==> src/rtl/startup_pkg.sv <==
package startup_pkg;
  localparam int EVT_W   = 4;
  localparam int NUM_REL = 3;
  localparam int REL_DONE = 0;
  localparam int REL_OE   = 1;
  localparam int REL_GSR  = 2;

  localparam logic [EVT_W-1:0] EV_C1  = 4'd0;
  localparam logic [EVT_W-1:0] EV_C2  = 4'd1;
  localparam logic [EVT_W-1:0] EV_C3  = 4'd2;
  localparam logic [EVT_W-1:0] EV_C4  = 4'd3;
  localparam logic [EVT_W-1:0] EV_U2  = 4'd4;
  localparam logic [EVT_W-1:0] EV_U3  = 4'd5;
  localparam logic [EVT_W-1:0] EV_U4  = 4'd6;
  localparam logic [EVT_W-1:0] EV_DI  = 4'd7;
  localparam logic [EVT_W-1:0] EV_DI1 = 4'd8;
  localparam logic [EVT_W-1:0] EV_DI2 = 4'd9;
endpackage

==> src/rtl/startup_sync.sv <==
module startup_sync #(
  parameter int STAGES = 2
) (
  input  logic clk_i,
  input  logic rst_ni,
  input  logic d_i,
  output logic pre_o,
  output logic q_o
);
  logic [STAGES-1:0] st_q;

  always_ff @(posedge clk_i or negedge rst_ni) begin
    if (!rst_ni) st_q <= '0;
    else         st_q <= {st_q[STAGES-2:0], d_i};
  end

  assign pre_o = st_q[STAGES-2];
  assign q_o   = st_q[STAGES-1];
endmodule

==> src/rtl/startup_edge_cnt.sv <==
module startup_edge_cnt #(
  parameter int MAX_EDGE   = 4,
  parameter bit KEEP_GOING = 1'b0,
  localparam int CNT_W     = $clog2(MAX_EDGE + 1)
) (
  input  logic             clk_i,
  input  logic             rst_ni,
  input  logic             inc_i,
  output logic [CNT_W-1:0] nxt_o
);
  logic [CNT_W-1:0] cnt_q;
  logic             run;

  // saturating edge counter; KEEP_GOING keeps counting once started
  always_comb begin
    run   = inc_i | (KEEP_GOING && (cnt_q != '0));
    nxt_o = cnt_q;
    if (run && (cnt_q != CNT_W'(MAX_EDGE))) nxt_o = cnt_q + 1'b1;
  end

  always_ff @(posedge clk_i or negedge rst_ni) begin
    if (!rst_ni) cnt_q <= '0;
    else         cnt_q <= nxt_o;
  end
endmodule

==> src/rtl/startup_legal.sv <==
module startup_legal
  import startup_pkg::*;
(
  input  logic                           use_uclk_i,
  input  logic                           sync_i,
  input  logic [NUM_REL-1:0][EVT_W-1:0]  evt_i,
  output logic                           err_o
);
  function automatic logic done_ok(logic [EVT_W-1:0] e, logic u, logic s);
    case ({u, s})
      2'b01:   return (e == EV_C1) || (e == EV_C2) || (e == EV_C3);
      2'b00:   return (e == EV_C1) || (e == EV_C2) || (e == EV_C3) || (e == EV_C4);
      2'b11:   return (e == EV_C1) || (e == EV_U2);
      default: return (e == EV_C1) || (e == EV_U2) || (e == EV_U3) || (e == EV_U4);
    endcase
  endfunction

  function automatic logic rel_ok(logic [EVT_W-1:0] e, logic u, logic s);
    case ({u, s})
      2'b01:   return (e == EV_C2) || (e == EV_C3) || (e == EV_DI) || (e == EV_DI1);
      2'b00:   return (e == EV_C2) || (e == EV_C3) || (e == EV_C4);
      2'b11:   return (e == EV_U2) || (e == EV_DI) || (e == EV_DI1) || (e == EV_DI2);
      default: return (e == EV_U2) || (e == EV_U3) || (e == EV_U4);
    endcase
  endfunction

  logic [NUM_REL-1:0] ok_v;

  for (genvar g = 0; g < NUM_REL; g++) begin : g_chk
    if (g == REL_DONE) begin : g_done
      assign ok_v[g] = done_ok(evt_i[g], use_uclk_i, sync_i);
    end else begin : g_rel
      assign ok_v[g] = rel_ok(evt_i[g], use_uclk_i, sync_i);
    end
  end

  assign err_o = ~&ok_v;
endmodule

==> src/rtl/startup_release.sv <==
module startup_release
  import startup_pkg::*;
#(
  parameter int CNT_W = 3
) (
  input  logic                          clk_i,
  input  logic                          rst_ni,
  input  logic [NUM_REL-1:0][EVT_W-1:0] evt_i,
  input  logic [CNT_W-1:0]              c_nxt_i,
  input  logic [CNT_W-1:0]              u_nxt_i,
  input  logic [CNT_W-1:0]              d_nxt_i,
  input  logic                          di_hit_i,
  input  logic                          hold_i,
  output logic [NUM_REL-1:0]            rel_o
);
  function automatic logic hit(logic [EVT_W-1:0] e, logic [CNT_W-1:0] c,
                               logic [CNT_W-1:0] u, logic [CNT_W-1:0] d, logic di);
    case (e)
      EV_C1:   return c >= CNT_W'(1);
      EV_C2:   return c >= CNT_W'(2);
      EV_C3:   return c >= CNT_W'(3);
      EV_C4:   return c >= CNT_W'(4);
      EV_U2:   return u >= CNT_W'(2);
      EV_U3:   return u >= CNT_W'(3);
      EV_U4:   return u >= CNT_W'(4);
      EV_DI:   return di;
      EV_DI1:  return d >= CNT_W'(1);
      EV_DI2:  return d >= CNT_W'(2);
      default: return 1'b0;
    endcase
  endfunction

  logic [NUM_REL-1:0] rel_q;

  for (genvar g = 0; g < NUM_REL; g++) begin : g_rel
    logic hit_w;
    assign hit_w = hit(evt_i[g], c_nxt_i, u_nxt_i, d_nxt_i, di_hit_i);

    // set on next-state counts so release lands on the event edge itself
    always_ff @(posedge clk_i or negedge rst_ni) begin
      if (!rst_ni) rel_q[g] <= 1'b0;
      else         rel_q[g] <= rel_q[g] | (~hold_i & hit_w);
    end
  end

  assign rel_o = rel_q & {NUM_REL{~hold_i}};
endmodule

==> src/rtl/startup_seq.sv <==
module startup_seq
  import startup_pkg::*;
#(
  parameter int  MAX_EDGE    = 4,
  parameter int  SYNC_STAGES = 2,
  localparam int CNT_W       = $clog2(MAX_EDGE + 1)
) (
  input  logic             clk_i,
  input  logic             rst_ni,
  input  logic             uclk_i,
  input  logic             lc_met_i,
  input  logic             done_in_i,
  input  logic             use_uclk_i,
  input  logic             sync_done_i,
  input  logic [EVT_W-1:0] done_evt_i,
  input  logic [EVT_W-1:0] oe_evt_i,
  input  logic [EVT_W-1:0] gsr_evt_i,
  output logic             done_o,
  output logic             oe_o,
  output logic             gsr_rel_o,
  output logic             cfg_err_o
);
  logic u_pre, u_q, di_pre, di_q;
  logic urise, started, d_tick;
  logic [CNT_W-1:0] c_nxt, u_nxt, d_nxt;
  logic [NUM_REL-1:0][EVT_W-1:0] evt;
  logic [NUM_REL-1:0] rel;

  assign evt[REL_DONE] = done_evt_i;
  assign evt[REL_OE]   = oe_evt_i;
  assign evt[REL_GSR]  = gsr_evt_i;

  // extra stage on the user clock gives the edge-detect history flop
  startup_sync #(.STAGES(SYNC_STAGES + 1)) u_usync (
    .clk_i, .rst_ni, .d_i(uclk_i), .pre_o(u_pre), .q_o(u_q)
  );

  startup_sync #(.STAGES(SYNC_STAGES)) u_dsync (
    .clk_i, .rst_ni, .d_i(done_in_i), .pre_o(di_pre), .q_o(di_q)
  );

  assign urise   = u_pre & ~u_q;
  assign started = (c_nxt != '0);
  assign d_tick  = use_uclk_i ? urise : 1'b1;

  startup_edge_cnt #(.MAX_EDGE(MAX_EDGE), .KEEP_GOING(1'b1)) u_ccnt (
    .clk_i, .rst_ni, .inc_i(lc_met_i), .nxt_o(c_nxt)
  );

  startup_edge_cnt #(.MAX_EDGE(MAX_EDGE), .KEEP_GOING(1'b0)) u_ucnt (
    .clk_i, .rst_ni, .inc_i(urise & started), .nxt_o(u_nxt)
  );

  startup_edge_cnt #(.MAX_EDGE(MAX_EDGE), .KEEP_GOING(1'b0)) u_dcnt (
    .clk_i, .rst_ni, .inc_i(d_tick & di_q & started), .nxt_o(d_nxt)
  );

  startup_legal u_legal (
    .use_uclk_i, .sync_i(sync_done_i), .evt_i(evt), .err_o(cfg_err_o)
  );

  startup_release #(.CNT_W(CNT_W)) u_rel (
    .clk_i, .rst_ni, .evt_i(evt),
    .c_nxt_i(c_nxt), .u_nxt_i(u_nxt), .d_nxt_i(d_nxt),
    .di_hit_i(di_pre & started), .hold_i(cfg_err_o), .rel_o(rel)
  );

  assign done_o    = rel[REL_DONE];
  assign oe_o      = rel[REL_OE];
  assign gsr_rel_o = rel[REL_GSR];
endmodule

==> config.mk <==
export PLATFORM = sky130hd
export DESIGN_NAME = startup_seq
export DESIGN_NICKNAME = d
export VERILOG_FILES = /design/src/rtl/startup_pkg.sv /design/src/rtl/startup_sync.sv /design/src/rtl/startup_edge_cnt.sv /design/src/rtl/startup_legal.sv /design/src/rtl/startup_release.sv /design/src/rtl/startup_seq.sv
export SDC_FILE = /design/constraint.sdc
export NUM_CORES = 1
export LEC_CHECK = 0
export BUFFER_PORTS_ARGS = -buffer_cell sky130_fd_sc_hd__buf_2
export CAP_MARGIN = 20
export CORE_ASPECT_RATIO = 1.5
export CORE_MARGIN = 2
export CORE_UTILIZATION = 40
export DETAILED_ROUTE_END_ITERATION = 10
export PLACE_DENSITY = 0.64
export SYNTH_ARGS = -nofsm -noshare
export SYNTH_HDL_FRONTEND = slang
export SYNTH_HIERARCHICAL = 1
export SYNTH_SLANG_ARGS = --single-unit
==> constraint.sdc <==
create_clock -name clk_i -period 8.7 [get_ports clk_i]
set_input_delay 0.435 -clock clk_i [delete_from_list [all_inputs] [get_ports clk_i]]
set_output_delay 0.435 -clock clk_i [all_outputs]
set_load 0.02 [all_outputs]
==> impl_results.md <==
* Status: completed
* Post-route insts no fill at 210
* Clk buf depth at 2
* Routed Antenna Nets at 0
* Simple-gate share of the synthesized area at 22.62%
* Residual DRC count at 0
* Layout overhead on the synthesized area at 15.46%
* Setup CP Type: reg -> reg
* CTS root buffer: clkbuf_8
* Overall routing resource usage at 17.48%
* Syn_area_per_cell at 9.155 um^2
* Post-layout instance area at 0.001533 mm^2
* Reg clk slew, reported paths at 0.07 ns
* Final period utilization at 36.63%
* Starting Density at 42.02%
* RSZ-0062 raised after global routing: false
* 1st-iter DRT viols at 17
* Die ar. at 0.003805 mm^2
* Area leader, netlist: dfrtp_1
* Layout cells sized above 1 at 21.76%
* Yosys cell types at 45
* Worst Path Max Fanout at 6
* Adder-Cell Fraction of Synth Area at 7.917%
* Mapped Cells at 145
* Placed instance area at 0.001484 mm^2
* Largest net degree at the start of global routing at 18
* Post-synth EDFFs at 0
* Final Skew at 0.005325 ns
* Die width at 51.04 um
* First-pass GRT wire length at 4981 um
* Post_cts resized at 0
* Gpl congestion at 0.8573
* Worst Setup End Kind: register
* Largest family of logic cells by synthesized area: compound AO/OA/AOI/OAI gates
* Final #Nets at 196
* Pleak at 0.6998 nW
* Max-slew violations at 0
* CTS H-tree depth at 1
* CTS tree: done
* Fin. Hold Viols at 0
* Synth Register Bits at 17
* Post-synthesis sequential area ratio at 32.05%
* Pwr dens at 266.3 mW/mm^2
* Most common cell in the synthesized netlist: dfrtp_1
* Ys async rst share at 100.0%
* Ant diodes at 0
* Synth area leaders: dfrtp_1, nor2b_1, ha_1, inv_1, a21oi_1
* Syn_nets at 170
* Post-CTS setup buffer count at 0
* Startpoint types: register
* Die H at 74.56 um
* Max Fclk at 313.8 MHz
* Compound-gate portion of the synthesized area at 23.66%
* Commonest cells post-synth: dfrtp_1, inv_1, nor2b_1
* Placed Cells at 206
* Core footprint at 0.003159 mm^2
* Main synth FF type: dfrtp_1
* Worst-Skew Late Latency at 0.26 ns
* Worst EP required at 8.84 ns
* Synthesized area at 0.001328 mm^2
* Mux cell area share after synthesis at 5.655%
* Worst slew pin tran at 0.6965 ns
* Hold WC Path Type: in -> async
* Min Clock Period, post-route at 3.187 ns
* Final setup viols at 0
* CTS Buf Count at 3
* Routed len/inst at 14.71 um
* Setup TNS at 0 ns
* Critical path data arrival time at 3.33 ns
* Initial antenna violation count at 0
* Synth Area in XOR/XNOR at 3.299%
* Routed WL at 3089 um
* Post-synth top area share at 32.05%
* Max cap viols at 0
* Drt pass-1 iters at 4
* Vias in the first global route at 1153
* # clock sinks at 17
* I/O pin cnt at 23
* # rows at 25
* Utilization after layout at 48.51%
* Slew HR at 53.35%
* VDD IR max at 0.1568 mV
* Vias per cell at 5.629
* Vias at 1182
* Synthesis Warnings at 6
* Port-buffer cells at 22
* Cts hold-fix bufs at 0
* Grt total ovfl at 0
* Total Power at 0.4081 mW
* Final HPWL DP at 2375 um
per-stage QoR:
stage	hold slack [ns]	setup WS (ns)
finish	0.08623	5.513
global route	0.1114	5.278
CTS	0.09313	5.508
detailed placement	0.3364	5.540
global placement	0.3402	5.644
floorplan	0.1394	5.901
sequential cells by signal, summed over array words and instances, names as in the netlist:
name	cells
u_ccnt/cnt_q	3
u_dcnt/cnt_q	3
u_dsync/st_q	2
u_rel/rel_q	3
u_ucnt/cnt_q	3
u_usync/st_q	3
worst max-delay path, cell delays in order, from the launching register on:
cell	delay, ns
dfrtp_1	0.36
inv_1	0.07
ha_1	0.23
nand2b_1	0.08
a21oi_1	0.06
a31oi_1	0.45
nor3_2	0.15
a211oi_2	0.29
a21boi_4	0.25
mux2_4	0.33
o311ai_0	0.33
a21oi_1	0.11
o32a_1	0.34
metal layers:
layer / up-vias / share of wire [%] / track usage [%]
met5: - / 0 / 0
met4: 0 / 1.5 / 9.009
met3: 4 / 3.1 / 1.807
met2: 25 / 53 / 32.76
met1: 573 / 42 / 19.14
li1: 580 / - / -
layout by cell type, fill, tap and decap left out, types with 4 or more instances in the layout:
master	instances
ha_1	6
a21oi_1	9
inv_1	15
dfrtp_1	17
nor2_1	7
buf_2	22
a31oi_1	6
o21ai_0	6
nor2b_1	14
nand2_1	6
xnor2_1	4
final timing paths:
kind | start | end | slack (ns) | depth (start not counted)
worst min-delay path | rst_ni | u_usync/st_q[0] | 0.09 | 1
max in group asynchronous | rst_ni | u_usync/st_q[1] | 8.34 | 1
worst max register to register | u_ccnt/cnt_q[0] | u_rel/rel_q[0] | 5.51 | 12
worst min register to register | u_usync/st_q[0] | u_usync/st_q[1] | 0.36 | 0
worst max-delay path | u_ccnt/cnt_q[0] | u_rel/rel_q[0] | 5.51 | 12
min in group clk_i | uclk_i | u_usync/st_q[0] | 0.27 | 1
area by class of cell:
cell class | instances | area (um^2)
clock buffers | 3 | 41.29
clock inverters | 1 | 7.507
fillers | 324 | 1627
inverters | 16 | 60.06
multi-input cells | 111 | 838.3
flip-flops and latches | 17 | 425.4
well taps | 40 | 50.05
repair buffers | 22 | 110.1
cell families (layout without fill, tap and decap cells):
kind of cell	Yosys count	after routing
compound gates	42	42
xor+xnor	5	5
fa+ha+maj	9	9
buf+inv	17	42
flops	17	17
mux	6	6
simple gates	49	49
power by group:
group / switching [mW] / internal (mW)
clock network: 0.0289 / 0.0323
registers: 0.0205 / 0.108
logic: 0.125 / 0.0941
total: 0.174 / 0.234
Power figures use the tool's default switching activity.
